### src/rtl/fb_pkg.sv
package fb_pkg;
  typedef enum logic [1:0] {
    SEL_ROW  = 2'd0,
    SEL_COL  = 2'd1,
    SEL_PIX  = 2'd2,
    SEL_SHOW = 2'd3
  } reg_sel_e;

  typedef enum logic {
    PX_IDLE,
    PX_WAIT
  } px_state_e;

  localparam logic [7:0] LVL_HALF = 8'd127;
  localparam logic [7:0] LVL_FULL = 8'd255;
endpackage

### src/rtl/fb_cursor.sv
module fb_cursor #(
  parameter int DATA_W = 16
) (
  input  logic              clk_i,
  input  logic              rst_ni,
  input  logic              wr_row_i,
  input  logic              wr_col_i,
  input  logic [DATA_W-1:0] wdata_i,
  output logic [DATA_W-1:0] row_o,
  output logic [DATA_W-1:0] col_o
);
  always_ff @(posedge clk_i or negedge rst_ni) begin
    if (!rst_ni) begin
      row_o <= '0;
      col_o <= '0;
    end else begin
      if (wr_row_i) row_o <= wdata_i;
      if (wr_col_i) col_o <= wdata_i;
    end
  end
endmodule

### src/rtl/fb_pixel_path.sv
module fb_pixel_path
  import fb_pkg::*;
#(
  parameter int DATA_W = 16,
  parameter int PIX_W  = 8,
  parameter int COLS   = 320,
  parameter int ROWS   = 240,
  parameter int ADDR_W = $clog2(COLS * ROWS)
) (
  input  logic              clk_i,
  input  logic              rst_ni,
  input  logic              req_i,
  input  logic              we_i,
  input  logic              sel_pix_i,
  input  logic [PIX_W-1:0]  wdata_i,
  input  logic [DATA_W-1:0] row_i,
  input  logic [DATA_W-1:0] col_i,
  input  logic [PIX_W-1:0]  mem_rdata_i,
  output logic [ADDR_W-1:0] mem_addr_o,
  output logic              mem_we_o,
  output logic              mem_re_o,
  output logic [PIX_W-1:0]  mem_wdata_o,
  output logic              idle_o,
  output logic              stall_o,
  output logic              rvalid_o,
  output logic [PIX_W-1:0]  rdata_o,
  output logic              oor_o
);
  px_state_e state_q, state_d;
  logic      in_range, access;

  assign in_range = (row_i < DATA_W'(ROWS)) && (col_i < DATA_W'(COLS));
  assign idle_o   = (state_q == PX_IDLE);
  assign access   = req_i && sel_pix_i && idle_o;

  assign mem_addr_o  = ADDR_W'(row_i) * ADDR_W'(COLS) + ADDR_W'(col_i);
  assign mem_we_o    = access && we_i && in_range;
  assign mem_re_o    = access && !we_i && in_range;
  assign mem_wdata_o = wdata_i;

  assign stall_o  = mem_re_o;
  assign rvalid_o = (state_q == PX_WAIT);
  assign rdata_o  = mem_rdata_i;

  always_comb begin
    state_d = state_q;
    case (state_q)
      PX_IDLE: if (mem_re_o) state_d = PX_WAIT;
      PX_WAIT: state_d = PX_IDLE;
      default: state_d = PX_IDLE;
    endcase
  end

  always_ff @(posedge clk_i or negedge rst_ni) begin
    if (!rst_ni) begin
      state_q <= PX_IDLE;
      oor_o   <= 1'b0;
    end else begin
      state_q <= state_d;
      if (access) oor_o <= !in_range;
    end
  end
endmodule

### src/rtl/fb_palette.sv
module fb_palette
  import fb_pkg::*;
#(
  parameter int PIX_W = 8,
  parameter int CH_W  = 8
) (
  input  logic [PIX_W-1:0]  idx_i,
  output logic [3*CH_W-1:0] rgb_o
);
  // channel 0 = red (top byte), 1 = green, 2 = blue
  for (genvar ch = 0; ch < 3; ch++) begin : g_ch
    logic dim, bright;
    assign dim    = (idx_i == PIX_W'(1 + ch));
    assign bright = (idx_i == PIX_W'(4 + ch)) || (idx_i == PIX_W'(7));
    assign rgb_o[(2-ch)*CH_W +: CH_W] = bright ? CH_W'(LVL_FULL) :
                                        dim    ? CH_W'(LVL_HALF) : '0;
  end
endmodule

### src/rtl/fb_port.sv
module fb_port
  import fb_pkg::*;
#(
  parameter int DATA_W = 16,
  parameter int PIX_W  = 8,
  parameter int COLS   = 320,
  parameter int ROWS   = 240,
  localparam int ADDR_W = $clog2(COLS * ROWS)
) (
  input  logic              clk_i,
  input  logic              rst_ni,
  input  logic              bus_req_i,
  input  logic              bus_we_i,
  input  logic [1:0]        bus_addr_i,
  input  logic [DATA_W-1:0] bus_wdata_i,
  output logic [DATA_W-1:0] bus_rdata_o,
  output logic              bus_ready_o,
  output logic [ADDR_W-1:0] mem_addr_o,
  output logic              mem_we_o,
  output logic              mem_re_o,
  output logic [PIX_W-1:0]  mem_wdata_o,
  input  logic [PIX_W-1:0]  mem_rdata_i,
  output logic              refresh_o,
  output logic              oor_o,
  input  logic [PIX_W-1:0]  pal_idx_i,
  output logic [23:0]       pal_rgb_o
);
  reg_sel_e          sel;
  logic              idle, stall, rvalid, wr;
  logic [PIX_W-1:0]  pix_rdata;
  logic [DATA_W-1:0] row_q, col_q;

  assign sel = reg_sel_e'(bus_addr_i);
  assign wr  = bus_req_i && bus_we_i && idle;

  fb_cursor #(.DATA_W(DATA_W)) u_cursor (
    .clk_i    (clk_i),
    .rst_ni   (rst_ni),
    .wr_row_i (wr && sel == SEL_ROW),
    .wr_col_i (wr && sel == SEL_COL),
    .wdata_i  (bus_wdata_i),
    .row_o    (row_q),
    .col_o    (col_q)
  );

  fb_pixel_path #(
    .DATA_W(DATA_W), .PIX_W(PIX_W), .COLS(COLS), .ROWS(ROWS), .ADDR_W(ADDR_W)
  ) u_pix (
    .clk_i       (clk_i),
    .rst_ni      (rst_ni),
    .req_i       (bus_req_i),
    .we_i        (bus_we_i),
    .sel_pix_i   (sel == SEL_PIX),
    .wdata_i     (bus_wdata_i[PIX_W-1:0]),
    .row_i       (row_q),
    .col_i       (col_q),
    .mem_rdata_i (mem_rdata_i),
    .mem_addr_o  (mem_addr_o),
    .mem_we_o    (mem_we_o),
    .mem_re_o    (mem_re_o),
    .mem_wdata_o (mem_wdata_o),
    .idle_o      (idle),
    .stall_o     (stall),
    .rvalid_o    (rvalid),
    .rdata_o     (pix_rdata),
    .oor_o       (oor_o)
  );

  fb_palette #(.PIX_W(PIX_W), .CH_W(8)) u_pal (
    .idx_i (pal_idx_i),
    .rgb_o (pal_rgb_o)
  );

  always_ff @(posedge clk_i or negedge rst_ni) begin
    if (!rst_ni) refresh_o <= 1'b0;
    else         refresh_o <= wr && (sel == SEL_SHOW);
  end

  assign bus_ready_o = !stall;

  always_comb begin
    bus_rdata_o = '0;
    if (rvalid) bus_rdata_o = DATA_W'(pix_rdata);
    else begin
      case (sel)
        SEL_ROW: bus_rdata_o = row_q;
        SEL_COL: bus_rdata_o = col_q;
        default: bus_rdata_o = '0;
      endcase
    end
  end
endmodule

### config.mk
export PLATFORM = sky130hd
export DESIGN_NAME = fb_port
export DESIGN_NICKNAME = d
export VERILOG_FILES = /design/src/rtl/fb_pkg.sv /design/src/rtl/fb_cursor.sv /design/src/rtl/fb_pixel_path.sv /design/src/rtl/fb_palette.sv /design/src/rtl/fb_port.sv
export SDC_FILE = /design/constraint.sdc
export NUM_CORES = 1
export LEC_CHECK = 0
export ABC_AREA = 1
export BUFFER_PORTS_ARGS = -buffer_cell sky130_fd_sc_hd__buf_2
export CAP_MARGIN = 15
export CELL_PAD_IN_SITES_DETAIL_PLACEMENT = 1
export CELL_PAD_IN_SITES_GLOBAL_PLACEMENT = 1
export CORE_MARGIN = 2
export CORE_UTILIZATION = 33
export DETAILED_ROUTE_END_ITERATION = 16
export PLACE_DENSITY = 0.82
export SLEW_MARGIN = 20
export SYNTH_ARGS = -nofsm -noshare
export SYNTH_HDL_FRONTEND = slang
export SYNTH_SLANG_ARGS = --single-unit
### constraint.sdc
create_clock -name clk_i -period 3.3 [get_ports clk_i]
set_input_delay 0.99 -clock clk_i [delete_from_list [all_inputs] [get_ports clk_i]]
set_output_delay 0.99 -clock clk_i [all_outputs]
set_load 0.005 [all_outputs]
* Word-level counts from Yosys, hierarchy flattened *
Cells that the tools add are included.

word-level totals
  bits of input ports = 38
  output and inout bits = 70
  bits in registers = 35
  word-level logic and storage cells = 49

cells by class
  add/sub/neg operators = 1
  $mul = 1
  mux-type cells = 10
  bitwise gates (word level) = 1
  eq/ne operators = 10
  reduce and logical (&&, ||, !) cells = 19
  order comparisons = 2

operators with widths
  operator                 number
  $eq A8 B3 Y1 const B     4
  $pmux W16 S2             1
  $mux W8                  3
  $mux W7                  3
  $add A17 B16 Y17         1
  $eq A8 B2 Y1 const B     2
  $lt A16 B8 Y1 const B    1
  $lt A16 B9 Y1 const B    1
  $mul A16 B3 Y11 const B  1
  $mux W16                 1
  $logic_and A1 B1 Y1      12
  $eq A8 B1 Y1 const B     1
  $eq A2 B2 Y1 const B     2
  $logic_not A1 Y1         3
  $logic_or A1 B1 Y1       3
  $eq A2 B1 Y1 const B     1
  $logic_not A2 Y1         1
  $pmux W1 S2              1
  $mux W1                  1
  $not A1 Y1               1

* Depth between registers and ports, before layout *
Gate-level depths: netlist of the first run.

  depth in word-level cells = 7
  depth in mapped cells = 16
  gate-level depth less buffers = 16

* Modules after synthesis *
A second synthesis of the first run with hierarchy kept.

unflattened totals
  cell total of the unflattened synthesis = 483
  area, all modules = 3245.6 um^2

by module, submodules not included
  module         instances  cells an instance  seq. area each (um^2)  area each (um^2)
  fb_pixel_path  1          207                50.0                   1281.2
  fb_cursor      1          136                800.8                  1246.2
  fb_port        1          90                 25.0                   425.4
  fb_palette     1          50                 0.0                    292.8

* Least setup slack after synthesis of the first run *
No wires, ideal clock.

  path type = reg-to-output
  from = register u_cursor.row_o[1]
  to = output mem_addr_o[16]
  arrival time = 2.529 ns
  stages on the path, launching flop included = 17
  required time = 2.310 ns
  path slack = -0.219 ns
  buffers on the path = 0
  cells stage by stage = dfrtp_1 ha_1 ha_1 fa_1 nand3_1 nand2_1 nand3_1 nand2_1 xor2_1 ha_1 nand2_1 nor2_1 nand3_1 nand3_1 inv_1 nand2_1 nand2_1

on the way
  cells in the longest elaborated chain, start to end = 2

RTL lines
  item                      RTL line             text
  start: declaration        fb_cursor.sv:9       output logic [DATA_W-1:0] row_o,
  start signal: assignment  fb_cursor.sv:17      if (wr_row_i) row_o <= wdata_i;
  $mul A16 B3 Y11           fb_pixel_path.sv:36  assign mem_addr_o = ADDR_W'(row_i) * ADDR_W'(COLS) + ADDR_W'(col_i);
  $add A17 B16 Y17          fb_pixel_path.sv:36
  end: declaration          fb_port.sv:18        output logic [ADDR_W-1:0] mem_addr_o,

Every way passes these cells.

* Worst setup path in the final report of the first run *
  from = register u_cursor.row_o[3]
  to = output mem_addr_o[16]

Same word-level chain as after synthesis.

==> results of run 1 <==
-- flip-flops by register name, summed over array words and instances, names as in the netlist --
signal	cells
refresh_o	1
u_pix.rvalid_o	1
u_pix.oor_o	1
u_cursor.row_o	16
u_cursor.col_o	16
-- cells in the final DEF, fill, tap and decap left out, drive strengths merged --
cell type and n:
nand3b 1, nor3 3, dfrtp 35, o21ai 36, a21o 1, fa 2, xnor2 3, a21boi 1
buf 137, nand2 119, a21oi 32, a31o 1, clkbuf 8, ha 26, nor2 42, inv 58
nand4 2, nand3 15, xor2 8, o21bai 2
-- metrics by stage --
| stage | hold WS [ns] | setup TNS, ns | worst slack, ns | cell area [um^2] | util |
|---|---|---|---|---|---|
| after floorplan | 0.478 | -0.0955 | -0.0955 | 3220 | - |
| after global placement | 0.493 | -0.922 | -0.249 | 3740 | 0.401 |
| after detailed placement | 0.506 | -1.46 | -0.390 | 3740 | 0.401 |
| after CTS | 0.529 | -3.11 | -0.619 | 3990 | 0.427 |
| after global routing | 0.546 | -3.89 | -0.804 | 4100 | 0.440 |
| final | 0.529 | -3.08 | -0.681 | 4100 | 0.440 |
-- where the power goes --
part	switching, mW	internal [mW]	leakage, nW
Sequential	0.0968	0.507	0.439
Combinational	0.989	0.908	1.83
Clock	0.162	0.191	0.0515
Total	1.25	1.61	2.32
-- metal layers --
layer	vias up	global-route usage	wire length, um
met4	0	0.0544	214
met3	18	0.0258	482
met5	-	0	0
met1	1504	0.234	4170
li1	1523	-	-
met2	99	0.343	5160
-- worst max-delay path: stages (launching register included) --
cell and delay (ns):
dfrtp_1 0.42, ha_4 0.26, ha_4 0.16, fa_2 0.41, nand3_2 0.09, nand2_2 0.07, nand3_2 0.07, nand2_2 0.05
xor2_1 0.14, ha_1 0.35, nand2_2 0.10, nor2_4 0.11, nand3_2 0.08, nand3_1 0.12, inv_1 0.05, nand2_1 0.06
nand2_1 0.04, buf_2 0.12
-- cell type report --
cell class / instances / area [um^2]
Timing Repair Buffer: 137 / 772
Inverter: 58 / 228
Clock buffer: 8 / 100
Fill cell: 1214 / 5230
Multi-Input combinational cell: 294 / 1960
Sequential cell: 35 / 876
Tap cell: 129 / 161
-- cell families after synthesis --
kind of cell | share of synthesized area
xor+xnor | 0.0300
fa+ha+maj | 0.114
buf+inv | 0.186
flops | 0.273
compound gates | 0.157
simple gates | 0.241
-- what timing repair did --
action                                  CTS  global route
pin swaps                                11            17
endpoints found under the setup margin    7             7
endpoints found under the hold margin     0             0
setup buffers                             4             2
gates resized for setup                  23            22
-- how the worst max path moves through the flow --
stage	start	end	depth (start not counted)
after floorplan	u_cursor.row_o[3]	mem_addr_o[16]	16
after global placement	u_cursor.row_o[3]	mem_addr_o[16]	17
after detailed placement	u_cursor.row_o[3]	mem_addr_o[16]	17
after CTS	u_cursor.row_o[1]	mem_addr_o[14]	12
after global routing	u_cursor.row_o[3]	mem_addr_o[16]	17
final	u_cursor.row_o[3]	mem_addr_o[16]	17
==> results.md, run 1 <==
* Min-delay src: u_cursor.col_o[2]
* Register area share after synthesis at 0.273
* FF-to-FF End: u_cursor.row_o[14]
* Routability cong. at 0.814
* Gate Count Post-Synth at approximately 430
* Die area at 10500 um^2
* Syn-to-layout area delta at 27.8%
* Clock Pin Slew Worst Setup and Hold Paths at approximately 0.070 ns
* Initial antenna violation count at 0
* Minimum clock period at approximately 4 ns
* Endpoints failing setup at 7
* Post-synth EDFFs at 0
* Vias at ~3.1k
* CTS tree: built
* WS Path Type: register to output pin
* Routed WL at 10.0 mm
* Startpoint types: register
* Post-synth top cells: 112 x nand2_1, 55 x inv_1, 39 x nor2_1
* Mapped Avg Cell Area at between 7 and 8 um^2
* Clk_skew at around 0.0067 ns
* PD cells at between 600 and 700 nW/um^2
* Remaining DRCs at 0
* Leak Pwr at 2.32 nW
* Final Slew Violations at 0
* WP data arrival at between 2 and 3 ns
* Synth Flop Type: dfrtp_1
* Root Buffer: clkbuf_8
* FF+latch count, synth at 35
* Ys async rst share at 1.00
* TritonCTS buffer count at 5
* Final ANT Viol Nets at 0
* Worst-Skew Late Latency at ~0.3 ns
* R2R depth at 6
* Share of layout cells above drive strength 1 at 0.432
* Core Region at 9330 um^2
* Max cap viols at 0
* Via density at about 4.8
* DR iter-0 viols at 138
* Rows at 35
* Worst setup EP type: output pin
* Distinct cells, synth at 32
* CTS Hold Bufs at 0
* Post-Syn Area at around 3200 um^2
* Port bufs at roughly 110
* Least-Margin Pin Slew at 0.817 ns
* H-tree Lvls at 2
* Synthesized net count at 498
* RSZ-0062 raised after global routing: true
* Critical path fanouts, max at 3
* First-pass GRT wire length at approximately 16 mm
* Top-count cell post-synth: nand2_1
* CTS Buffer Depth at 2
* Average wire per standard cell at about 15 um
* Grt ovf at 0
* Worst R2R Start: u_pix.rvalid_o
* Slew HR at 0.455
* Failing checks: setup timing
* Area contributors post-synth: dfrtp_1 27%, nand2_1 13%, ha_1 10%
* Post-synth top area share at 0.273
* Min-Delay Endpoint: u_cursor.col_o[2]
* Peak VDD IR at ~300 uV
* R2R setup slack at ~1.5 ns
* Worst hold path depth at 2
* Die Ht at between 100 and 150 um
* Status: finished with violations
* Chip width at a little over 100 um
* Hold Fails Final Rpt at 0
* Fmax at 251 MHz
* Largest net degree at the start of global routing at 36
* Area leader, netlist: dfrtp_1
* Fin nets at 597
* Fin cells at between 600 and 700
* Pre-Repair DR Iteration Count at 4
* Number of global-route vias before repair at 3236
* Inst Count DP at between 600 and 700
* Top Ports at roughly 110
* Worst endpoint required time at between 2 and 2.5 ns
* Hold crit path type: register to register
* Antenna Cells at 0
* Initial Util at 0.344
* HPWL Detailed at approximately 7.5 mm
* Worst setup margin at -0.681 ns
* Final period utilization at 1.21
* # clock sinks at 35
* Power, Total at around 2.9 mW
* Yosys Warn Count at 0
* GRT Total Usage at 0.189
(Power assumes the default switching activity.)
==> run 2: changes to the inputs <==
Settings changed: CELL_PAD_IN_SITES_DETAIL_PLACEMENT 1 to 0.
==> run 2 against run 1 <==
Net effect:
- the run still ends with setup timing left
- wire length decreased by 14%
- non-clock buffer count rose by 6
- clock skew grew 0.0093 ns
- sequential share of layout area shrank 0.92 points
- global-route usage decreased by 3.1 points
- die area unchanged
- worst hold slack worse by 0.010 ns
- first-iteration DRC count decreased by 14%
- combinational power is 4% higher
- clock power grew 33%
- critical endpoint unchanged
- highest routed layer unchanged
==> results.md, run 2 (synthesis results as in run 1) <==
* Minimum clock period at 3.86 ns (-0.121 ns)
* WP data arrival at 2.87 ns (-0.12 ns)
* Chip width at 103 um (unchanged)
* Grt met3 use at 0.0258 (unchanged)
* Most frequent CP cell: ha_4
* Clock Pin Slew Worst Setup and Hold Paths at 0.09 ns (+0.02 ns)
* Commonest non-fill, non-tap cell in the layout: buf_2
* Fin area at 4300 um^2 (+4.8%)
* Filler Cell Count at 936 (-23%)
* Hold Fails Final Rpt at 0 (unchanged)
* Clk_skew at 0.0161 ns (+0.00933 ns)
* Syn-to-layout area delta at 34.0%
* # clock sinks at 35 (unchanged)
* Die area at 10500 um^2 (unchanged)
* H-tree Lvls at 2 (unchanged)
* Slew HR at 0.478 (+0.0231)
* PD cells at 712 nW/um^2 (+2.3%)
* Top flop regs: u_cursor.col_o: 16 flops, u_cursor.row_o: 16 flops
* Clock share of power at 0.154 (+0.030)
* DP Area at 3740 um^2 (unchanged)
* GRT Total Usage at 0.158 (-0.0309)
* Endpoints failing setup at 6 (-1)
* Leak Pwr at 2.36 nW (+1.9%)
* Top Ports at 108 (unchanged)
* Fmax at 259 MHz (+3.1%)
* Crit-path slowest cell: dfrtp_2
* Root Buffer: clkbuf_8
* Final period utilization at 1.17 (-0.0367)
* TritonCTS buffer count at 5 (unchanged)
* Die Ht at 103 um (unchanged)
* Reg power frac at 0.200 (-0.012)
* CP bufs+invs at 4 (+2)
* RSZ-0062 raised after global routing: true
* DR iter-0 viols at 118 (-14%)
* Final core occ at 0.461 (+0.0212)
* Min Hold Slack at 0.519 ns (-0.0104 ns)
* Logic gate share of total power at 0.647 (-0.018)
* Most frequent cells in the layout: 107 x buf_2, 103 x nand2_1, 52 x inv_1, 35 x nor2_1
* Via density at 4.60 (-3.2%)
* Fin nets at 603 (+1.0%)
* Initial Util at 0.344 (unchanged)
* Routability cong. at 0.814 (unchanged)
* Worst path cell trace: ha_4 -> ha_4 -> fa_2 -> buf_4 -> buf_4 -> xor2_2 -> ha_4 -> nand2_4 -> nor2_1 -> nand3_2 -> nand3_2 -> inv_2 -> nand2_1 -> nand2_1 -> buf_2
* CP max stage delay at 0.46 ns (+0.04 ns)
* Area occupied by registers at 878 um^2 (+0.29%)
* Least-Margin Pin Slew at 0.783 ns (-0.0347 ns)
* Internal Pwr Total at 1.81 mW (+13%)
* Final setup TNS at -2.93 ns (+0.147 ns)
* Peak VDD IR at 317 uV (+5.3%)
* Share of layout cells above drive strength 1 at 0.470 (+0.0379)
* Max cap viols at 0 (unchanged)
* CTS Buffer Depth at 2 (unchanged)
* Worst endpoint required time at 2.31 ns (about the same)
* Grt met2 use at 0.251 (-0.0925)
* Final ANT Viol Nets at 0 (unchanged)
* Rows at 35 (unchanged)
* Port bufs at 107 (unchanged)
* First-pass GRT wire length at 13.3 mm (-15%)
* Grt ovf at 0 (unchanged)
* Worst-Skew Late Latency at 0.30 ns (about the same)
* Hold crit path type: register to register
* WS Path Type: register to output pin
* Sw Share at 0.407 (-0.0301)
* Average wire per standard cell at 12.9 um (-15%)
* Vias at 3071 (-2.3%)
* Worst setup EP type: output pin
* HPWL Detailed at 6.47 mm (-13%)
* Startpoint types: register
* Core Region at 9330 um^2 (unchanged)
* CTS Hold Bufs at 0 (unchanged)
* Antenna Cells at 0 (unchanged)
* CP top delay family: adder cells
* Pre-Repair DR Iteration Count at 4 (unchanged)
* Worst setup margin at -0.560 ns (+0.121 ns)
* Power, Total at 3.06 mW (+7.2%)
* Grt peak-use layer: met2
* Initial antenna violation count at 0 (unchanged)
* Critical path fanouts, max at 4 (+1)
* Number of global-route vias before repair at 2740 (-15%)
* CTS tree: built
* Final Slew Violations at 0 (unchanged)
* Sw Pwr at 1.25 mW (-0.20%)
* GRT met1 Usage at 0.229 (-0.00434)
* Largest net degree at the start of global routing at 36 (unchanged)
* R2R setup slack at 1.57 ns (+0.03 ns)
* Remaining DRCs at 0 (unchanged)
* Routed WL at 8.63 mm (-14%)
* Area of the multi-input gates at 2080 um^2 (+5.8%)
* Failing checks: setup timing
* Status: finished with violations
run 2: layout make-up:
class	count	area share
clock buffers	5	0.0160
repair buffers	143	0.190
multi-input cells	294	0.483
well taps	129	0.0376
clock inverters	3	0.0157
flip-flops and latches	35	0.204
inverters	58	0.0530
run 2: worst paths after layout:
check | startpoint | to | cells past startpoint
worst max-delay path | u_cursor.row_o[3] | mem_addr_o[16] | 15
worst min-delay path | u_pix.oor_o | u_pix.oor_o | 2
worst max register to register | u_pix.rvalid_o | u_cursor.row_o[14] | 6
worst min register to register | u_pix.oor_o | u_pix.oor_o | 2
max in group asynchronous | rst_ni | u_cursor.row_o[5] | 1
min in group asynchronous | rst_ni | u_cursor.row_o[9] | 1
run 2: timing repair:
action	4_1_cts	5_1_grt
setup buffers	5	7
endpoints found under the hold margin	0	0
endpoints found under the setup margin	7	7
resized for setup	16	47
pin swaps	15	23
run 2: stage by stage:
step | std cells | worst slack [ns]
after CTS | 661 | -0.582
final | 667 | -0.560
after global placement | 648 | -0.249
after global routing | 667 | -0.677
after detailed placement | 648 | -0.308
after floorplan | 432 | -0.0955
run 2: power groups by stage:
stage                     combinational [mW]  sequential, mW  clock (mW)
after global placement                  1.48           0.600           0
after global routing                    2.18           0.622       0.493
after floorplan                        0.907           0.580           0
final                                   1.98           0.611       0.470
after CTS                               1.65           0.597       0.473
after detailed placement                1.50           0.603           0
run 2: tightest hold or removal path: stages (launching register included):
cell	delay, ns
dfrtp_1	0.35
nor2_1	0.05
nor2_1	0.08
run 2: routing by layer:
layer / routed length, um / share of wire
met5: 0 / 0
met4: 103 / 0.012
met3: 535 / 0.062
met2: 4000 / 0.46
met1: 3990 / 0.46
==> run 3: changes to the inputs <==
Settings changed: ABC_AREA 1 to default, CORE_UTILIZATION 33 to 35, RECOVER_POWER from default to 25, SYNTH_HIERARCHICAL from default to 1.
==> run 3 against run 2 <==
Net effect:
- the flow finishes with violations (capacitance limit, slew limit, setup timing)
- maximum frequency down 4.4%
- non-clock buffer count down 4
- clock-buffer cell count up 3
- area after synthesis down 3.5%
- via count down 20%
- first-iteration DRC count down 20%
- global-route usage down 1.1 points
- wire length down 13%
- cell count down 25%
- worst hold slack worse by 0.011 ns
==> results.md, run 3 <==
* Pre-Repair DR Iteration Count at 4 (unchanged)
* Status: finished with violations
* Area occupied by registers at 876 um^2 (-0.28%)
* Number of global-route vias before repair at 2412 (-12%)
* Top Ports at 108 (unchanged)
* Worst endpoint required time at 2.31 ns (about the same)
* RSZ-0062 raised after global routing: true
* Die Ht at 98.1 um (-4.4%)
* Min Hold Slack at 0.508 ns (-0.0109 ns)
* Top-count cell post-synth: buf_4
* Distinct cells, synth at 44 (+38%)
* Ys async rst share at 1.00 (unchanged)
* Mapped Avg Cell Area at 10.3 um^2 (+39%)
* Hold Fails Final Rpt at 0 (unchanged)
* Filler Cell Count at 844 (-9.8%)
* Minimum clock period at 4.04 ns (+0.177 ns)
* Post-synth EDFFs at 0 (unchanged)
* Post-Syn Area at 3100 um^2 (-3.5%)
* Least-Margin Pin Slew at 1.94 ns (+1.16 ns)
* Max cap viols at 1 (+1)
* Min-delay src: u_pix/oor_o
* Initial Util at 0.359 (+0.0147)
* Routability cong. at 0.844 (+3.7%)
* Fmax at 248 MHz (-4.4%)
* Failing checks: capacitance limit, slew limit, setup timing
* Core Region at 8640 um^2 (-7.4%)
* Final Slew Violations at 36 (+36)
* Share of layout cells above drive strength 1 at 0.544 (+0.0740)
* Antenna Cells at 0 (unchanged)
* Commonest non-fill, non-tap cell in the layout: buf_2
* Yosys Warn Count at 6 (+6)
* Final setup TNS at -3.31 ns (-0.386 ns)
* Top flop regs: u_cursor/col_o: 16 flops, u_cursor/row_o: 16 flops
* PD cells at 867 nW/um^2 (+22%)
* First-pass GRT wire length at 11.6 mm (-12%)
* WP data arrival at 3.05 ns (+0.18 ns)
* Slew HR at -0.293 (-0.771)
* Area contributors post-synth: dfrtp_1 28%, buf_4 11%, ha_1 11%
* Remaining DRCs at 0 (unchanged)
* # clock sinks at 35 (unchanged)
* Synthesized net count at 367 (-26%)
* Startpoint types: register
* Initial antenna violation count at 0 (unchanged)
* Port bufs at 107 (unchanged)
* Post-synth top area share at 0.283 (+0.00982)
* CTS Buffer Depth at 2 (unchanged)
* Largest net degree at the start of global routing at 36 (unchanged)
* R2R depth at 5 (-1)
* DP Area at 3560 um^2 (-4.7%)
* Synth Flop Type: dfrtp_1
* TritonCTS buffer count at 5 (unchanged)
* CTS tree: built
* Worst setup EP type: output pin
* Clk_skew at 0.00292 ns (-0.0132 ns)
* Final ANT Viol Nets at 0 (unchanged)
* WS Path Type: register to output pin
* FF+latch count, synth at 35 (unchanged)
* Fin nets at 460 (-24%)
* Final period utilization at 1.22 (+0.0537)
* DR iter-0 viols at 94 (-20%)
* Leak Pwr at 1.95 nW (-17%)
* Grt ovf at 0 (unchanged)
* Power, Total at 3.35 mW (+9.5%)
* Vias at 2443 (-20%)
* Area leader, netlist: dfrtp_1
* Worst-Skew Late Latency at 0.29 ns (about the same)
* Hold crit path type: register to register
* H-tree Lvls at 2 (unchanged)
* Critical path fanouts, max at 3 (-1)
* Gate Count Post-Synth at 301 (-30%)
* Average wire per standard cell at 15.0 um (+16%)
* Syn-to-layout area delta at 24.7%
* Routed WL at 7.52 mm (-13%)
* Chip width at 98.1 um (-4.4%)
* Most frequent cells in the layout: 106 x buf_2, 35 x dfrtp_1, 30 x buf_4, 21 x nor2_1, 20 x mux2_4
* Fin area at 3860 um^2 (-10%)
* Register area share after synthesis at 0.283 (+0.00982)
* Via density at 4.86 (+5.5%)
* Worst hold path depth at 2 (unchanged)
* Worst R2R Start: u_pix/rvalid_o
* Post-synth top cells: 46 x buf_4, 35 x dfrtp_1, 26 x ha_1
* Clock Pin Slew Worst Setup and Hold Paths at 0.07 ns (-0.02 ns)
* Die area at 9620 um^2 (-8.6%)
* CP Launch Point: u_cursor/row_o[3]
* Area of the multi-input gates at 1930 um^2 (-7.0%)
* Peak VDD IR at 327 uV (+3.2%)
* GRT Total Usage at 0.148 (-0.0108)
* Endpoints failing setup at 7 (+1)
* Worst setup margin at -0.737 ns (-0.177 ns)
* HPWL Detailed at 5.79 mm (-10%)
* Rows at 34 (-2.9%)
* Root Buffer: clkbuf_8
## run 3: cell types whose count changed after synthesis, sizes merged, moves of 16 or more
cell | before | now
a21oi | 32 | 13
inv | 58 | 10
mux2 | 0 | 32
mux2i | 0 | 16
nand2 | 119 | 14
nor2 | 42 | 23
o21ai | 36 | 14
## run 3: cells by family after synthesis
| kind of cell | Yosys count | share of synthesized area |
|---|---|---|
| xor gates and xnor gates | 17 | 0.0481 |
| DFF | 35 | 0.283 |
| muxes | 48 | 0.192 |
| adders and majority gates | 28 | 0.118 |
| AOI/OAI and AO/OA | 45 | 0.0925 |
| and+or+nand+nor | 65 | 0.112 |
| buffers and inverters | 63 | 0.155 |
## run 3: area by class of cell
| cell class | count | area share |
|---|---|---|
| repair buffers | 139 | 0.203 |
| clock buffers | 8 | 0.0259 |
| flip-flops and latches | 35 | 0.227 |
| well taps | 108 | 0.0350 |
| inverters | 10 | 0.00972 |
| multi-input cells | 203 | 0.500 |
## run 3: what timing repair did
item                       in CTS  in global routing
setup endpoints to repair       7                  7
setup buffers                   2                  5
pin swaps                      10                 21
hold buffers                    0                  0
gates resized for setup         6                 19
## run 3: routing by layer
metal  track usage  vias up  share of wire
met5             0        -              0
met1         0.192     1159           0.44
met3        0.0215        8          0.050
met2         0.260       85           0.50
li1              -     1191              -
met4        0.0321        0          0.011
## run 3: worst paths after layout
kind | endpoint | slack [ns]
max in group asynchronous | u_cursor/row_o[12] | 0.95
min | u_pix/oor_o | 0.51
max | mem_addr_o[16] | -0.74
min in group asynchronous | refresh_o | 1.24
max reg2reg | u_cursor/row_o[1] | 1.57
min reg2reg | u_pix/oor_o | 0.51
## run 3: report_power, final
group          total (mW)  leakage (nW)  internal (mW)  switching (mW)
registers           0.628         0.420          0.519           0.109
clock network       0.347        0.0515          0.191           0.157
logic                2.37          1.48           1.33            1.04
total                3.35          1.95           2.04            1.31
## run 3: worst max-delay path: stages (launching register included)
cell and delay [ns]:
dfrtp_1 0.43, ha_4 0.27, ha_4 0.16, fa_2 0.33
a21o_1 0.19, a21oi_2 0.21, xnor2_2 0.14, ha_2 0.30
a21o_1 0.17, a211oi_2 0.18, a21oi_1 0.10, xnor2_1 0.15
buf_2 0.13
## run 3: stage by stage
step / util / worst slack [ns] / instances
4_1_cts: 0.431 / -0.768 / 499
3_5_place_dp: 0.413 / -0.449 / 489
6_report: 0.447 / -0.737 / 503
2_1_floorplan: - / -0.269 / 301
3_3_place_gp: 0.413 / -0.407 / 489
5_1_grt: 0.447 / -0.883 / 503
